File: config.mk
export PLATFORM = sky130hd
export DESIGN_NAME = dbg_brk_req
export DESIGN_NICKNAME = d
export VERILOG_FILES = /design/src/rtl/dbg_brk_pkg.sv /design/src/rtl/dbg_brk_sync.sv /design/src/rtl/dbg_brk_edge.sv /design/src/rtl/dbg_brk_ctrl.sv /design/src/rtl/dbg_brk_req.sv
export SDC_FILE = /design/constraint.sdc
export NUM_CORES = 1
export LEC_CHECK = 0
export ABC_AREA = 1
export CELL_PAD_IN_SITES_DETAIL_PLACEMENT = 0
export CELL_PAD_IN_SITES_GLOBAL_PLACEMENT = 1
export CORE_AREA = 3 3 40 42
export CTS_CLUSTER_DIAMETER = 120
export DETAILED_ROUTE_END_ITERATION = 12
export DIE_AREA = 0 0 43 45
export PLACE_DENSITY = 0.52
export SLEW_MARGIN = 10
export SYNTH_ARGS = -nofsm -noshare
export SYNTH_HDL_FRONTEND = slang
export SYNTH_SLANG_ARGS = --single-unit
File: constraint.sdc
create_clock -name clk -period 1.8 [get_ports clk]
set_input_delay 0.27 -clock clk [delete_from_list [all_inputs] [get_ports clk]]
set_output_delay 0.27 -clock clk [all_outputs]
set_load 0.005 [all_outputs]
File: src/rtl/dbg_brk_pkg.sv
package dbg_brk_pkg;

  typedef enum logic [1:0] {
    BRK_IDLE = 2'd0,
    BRK_PEND = 2'd1,
    BRK_SERV = 2'd2
  } brk_state_e;

endpackage

File: src/rtl/dbg_brk_sync.sv
// Multi-stage level synchroniser for an asynchronous input.
module dbg_brk_sync #(
  parameter int STAGES  = 2,
  parameter bit RST_VAL = 1'b1
) (
  input  logic clk,
  input  logic rst_n,
  input  logic async_in,
  output logic sync_out
);

  logic [STAGES-1:0] stage_q;
  logic [STAGES-1:0] stage_d;

  for (genvar i = 0; i < STAGES; i++) begin : g_stage
    if (i == 0) begin : g_first
      assign stage_d[i] = async_in;
    end else begin : g_next
      assign stage_d[i] = stage_q[i-1];
    end
  end

  always_ff @(posedge clk or negedge rst_n) begin
    if (!rst_n) begin
      stage_q <= {STAGES{RST_VAL}};
    end else begin
      stage_q <= stage_d;
    end
  end

  assign sync_out = stage_q[STAGES-1];

endmodule

File: src/rtl/dbg_brk_edge.sv
// Falling-edge detector on an already synchronised level.
module dbg_brk_edge (
  input  logic clk,
  input  logic rst_n,
  input  logic level,
  output logic fall
);

  logic prev_q;
  logic prev_d;

  always_comb begin
    prev_d = level;
  end

  always_ff @(posedge clk or negedge rst_n) begin
    if (!rst_n) begin
      prev_q <= 1'b1;
    end else begin
      prev_q <= prev_d;
    end
  end

  assign fall = prev_q & ~level;

endmodule

File: src/rtl/dbg_brk_ctrl.sv
// Request controller: idle -> pending -> in service -> idle.
module dbg_brk_ctrl
  import dbg_brk_pkg::*;
(
  input  logic clk,
  input  logic rst_n,
  input  logic edge_mode,
  input  logic fall,
  input  logic sample_stb,
  input  logic exc_ack,
  output logic pending,
  output logic in_service,
  output logic start
);

  brk_state_e state_q, state_d;
  logic       start_q, start_d;
  logic       state_en;

  always_comb begin
    state_d = state_q;
    start_d = 1'b0;
    unique case (state_q)
      BRK_IDLE: begin
        if (edge_mode && fall) state_d = BRK_PEND;
      end
      BRK_PEND: begin
        if (!edge_mode) begin
          state_d = BRK_IDLE;
        end else if (sample_stb) begin
          state_d = BRK_SERV;
          start_d = 1'b1;
        end
      end
      BRK_SERV: begin
        if (exc_ack) state_d = BRK_IDLE;
      end
      default: state_d = BRK_IDLE;
    endcase
  end

  assign state_en = (state_d != state_q);

  always_ff @(posedge clk or negedge rst_n) begin
    if (!rst_n) begin
      state_q <= BRK_IDLE;
    end else if (state_en) begin
      state_q <= state_d;
    end
  end

  always_ff @(posedge clk or negedge rst_n) begin
    if (!rst_n) begin
      start_q <= 1'b0;
    end else begin
      start_q <= start_d;
    end
  end

  assign pending    = (state_q == BRK_PEND);
  assign in_service = (state_q == BRK_SERV);
  assign start      = start_q;

endmodule

File: src/rtl/dbg_brk_req.sv
// Top: breakpoint pin to debug interrupt request / halt request.
module dbg_brk_req #(
  parameter int SYNC_STAGES = 2
) (
  input  logic clk,
  input  logic rst_n,
  input  logic brk_pin_n,
  input  logic edge_mode,
  input  logic sample_stb,
  input  logic exc_ack,
  output logic req_pending,
  output logic exc_start,
  output logic halt_req
);

  logic pin_sync_n;
  logic pin_fall;
  logic in_svc;

  dbg_brk_sync #(
    .STAGES (SYNC_STAGES),
    .RST_VAL(1'b1)
  ) u_sync (
    .clk     (clk),
    .rst_n   (rst_n),
    .async_in(brk_pin_n),
    .sync_out(pin_sync_n)
  );

  dbg_brk_edge u_edge (
    .clk  (clk),
    .rst_n(rst_n),
    .level(pin_sync_n),
    .fall (pin_fall)
  );

  dbg_brk_ctrl u_ctrl (
    .clk       (clk),
    .rst_n     (rst_n),
    .edge_mode (edge_mode),
    .fall      (pin_fall),
    .sample_stb(sample_stb),
    .exc_ack   (exc_ack),
    .pending   (req_pending),
    .in_service(in_svc),
    .start     (exc_start)
  );

  assign halt_req = ~edge_mode & ~pin_sync_n;

endmodule

==> flow_summary.toml <==
[timing]
setup_viol = 0
setup_tns_ns = 0
min_period_ns = 1.62
max_slew_margin_pct = 82.3
rsz0062_at_grt = "false"
drv_slew = 0
fmax_mhz = 616
tightest_slew_ns = 0.264
fin_crit_sh_pct = 90.2
hold_viol = 0
finalClockSkew_ns = 0.00724

[die]
num_rows = 13
coreArea_um2 = 1280
die_h_um = 45
dieArea_um2 = 1940
ioPinCount = 9
fp.dieW_um = 43
initial_core_util_pct = 16.6

[worst_setup_path]
cpMostUsedCell = "clkdlybuf4s50_1"
crit_chain = "clkdlybuf4s50_1, nor2_1, clkdlybuf4s50_1"
path_depth = 3
cp-end-kind = "primary output"
crit_path_max_incr_delay_ns = 0.50
slowest_stage = "clkdlybuf4s50_1"
r2r-start = "u_sync.stage_q[1]$_DFF_PN1_"
required_ns = 1.53
crit_type = "primary input to primary output"
r2r_cells = 3
crit_fanout = 3
cp_num_buf_inv = 2
worstReg2RegEnd = "u_ctrl.state_q[0]$_DFFE_PN0P_"
r2r_setup_slack_ns = 0.96
cp_top_family = "buffers and inverters"
arrival_ns = 1.35
start_kind = "primary input"

[detailed_routing]
first_pass_iters = 1
antenna_left = 0
drc = 0
viasPerCell = 3.54
routed_wl_um = 383
first_iter_violations = 0
vias = 163
wl_per_cell_um = 8.33

[clock_network]
clock_path_buffers = 2
cts_num_sinks = 6
cts_hold_buf = 0
cts_buffers = 3
htree_num_levels = 1
clockRootBuffer = "clkbuf_4"
post_cts_buffers = 0
clk_latency_ns = 0.24
cts_tree = "done"
cts_resized = 0
cts.clk_slew.worst_paths_ns = 0.05

[global_route]
grt_antenna_before_repair = 0
grt_pass1_vias = 168
grt_pass1_wl_um = 696
track_usage_pct = 5.45
grt_max_degree = 7
grt_overflow_total = 0

[pwr]
leakage_uw = 0.000147
power.switching_uw = 62.5
peakVddDrop_v = 0.000296
powerDensity_nw_per_um2 = 921
swShare_pct = 20.1
p_comb_share_pct = 10.2
seqPwrFrac_pct = 47.9
clkPwrFrac_pct = 41.9
p_int_uw = 248

[synthesis]
synth.most_common_cell = "nor2_1"
synth_edf_count = 0
yosys.cell_types.count = 10
synth_area_um2 = 213
syn_avg_cell_area_um2 = 11.2
synth_top_area_share_pct = 37.1
seq_area_frac_synth_pct = 72.4
async_flop_share_pct = 100
synth_top_flop_cell = "dfstp_2"
syn_nets = 25
synth_area_leaders = "dfstp_2 37%, dfrtp_1 35%, nor2_1 7.1%"
yosys.area.top_type = "dfstp_2"
syn_inst = 19
ys_ff_latch = 6
ys_top_cells_by_count = "4 x nor2_1, 3 x dfrtp_1, 3 x dfstp_2, 3 x inv_1"
yosys_warnings = 0

[finish]
fin_nets = 38
final_util_pct = 26.3
area_growth_pct = 58.8
layout-drive-gt1-share_pct = 22.6
antenna_cells = 0

[place]
globalplace.congestion = 0.652
io_buffers = 8
dpl.hpwl_um = 312

[flow_run]
cap_violations = 0

[hold_path]
hp-class = "primary input to async pin"

[run_status]
status = "complete, no violations"
-- layer usage --
metal / share of wire, % / routed length [µm] / global-route usage (%)
met1: 44 / 168 / 5.42
met2: 44 / 169 / 7.49
met3: 12 / 45 / 3.59
met4: 0 / 0 / 5.42
met5: 0 / 0 / 0
-- layout by cell type (no fill, tap or decap) --
cell type	count
clkbuf_4	3
clkbuf_1	1
dfstp_2	3
nor2_1	4
nand3_1	1
nand2_2	1
o21ai_1	1
a21oi_1	1
inv_1	3
clkdlybuf4s50_1	8
dfrtp_1	3
nand3b_1	1
nand2_1	1
-- final cells by class --
| cell class | instances | area [µm²] |
|---|---|---|
| fillers | 143 | 947 |
| clock buffers | 4 | 26.3 |
| repair buffers | 8 | 80.1 |
| flip-flops and latches | 6 | 154 |
| inverters | 3 | 11.3 |
| multi-input cells | 10 | 47.5 |
| well taps | 15 | 18.8 |
-- worst max-delay path by stage --
| stage | start | end | slack, ns |
|---|---|---|---|
| after floorplan | u_sync.stage_q[1]$_DFF_PN1_ | halt_req | 0.97 |
| after detailed placement | edge_mode | halt_req | 0.18 |
| after global routing | edge_mode | halt_req | 0.13 |
| after global placement | edge_mode | halt_req | 0.19 |
| final | edge_mode | halt_req | 0.18 |
| after CTS | edge_mode | halt_req | 0.16 |
-- stage by stage --
stage	hold slack [ns]	setup slack, ns	instances	area, µm²	power (µW)
3_3_place_gp	0.347	0.191	42	312	183
2_1_floorplan	-0.0256	0.973	19	213	160
5_1_grt	0.274	0.135	46	338	334
4_1_cts	0.269	0.164	46	338	321
3_5_place_dp	0.348	0.176	42	312	183
6_report	0.264	0.177	46	338	311
-- sequential cells by signal, summed over array words and instances, names as in the netlist --
name            cells
u_ctrl.start        1
u_ctrl.state_q      2
u_edge.prev_q       1
u_sync.stage_q      2
-- power groups by stage --
stage / Combinational, µW / Sequential, µW / Clock, µW
floorplan: 9.83 / 150 / 0
global placement: 32.2 / 151 / 0
detailed placement: 32.4 / 151 / 0
CTS: 32.6 / 149 / 140
global route: 35.0 / 149 / 150
finish: 31.7 / 149 / 130
-- cell families (layout without fill, tap and decap cells) --
kind of cell	Yosys count	count (layout)	share of synthesized area, %
DFF	6	6	72.4
AOI/OAI and AO/OA	2	2	4.70
and+or+nand+nor	8	8	17.6
buffers and inverters	3	15	5.29
Note: power is estimated with default switching activity, not from simulation.
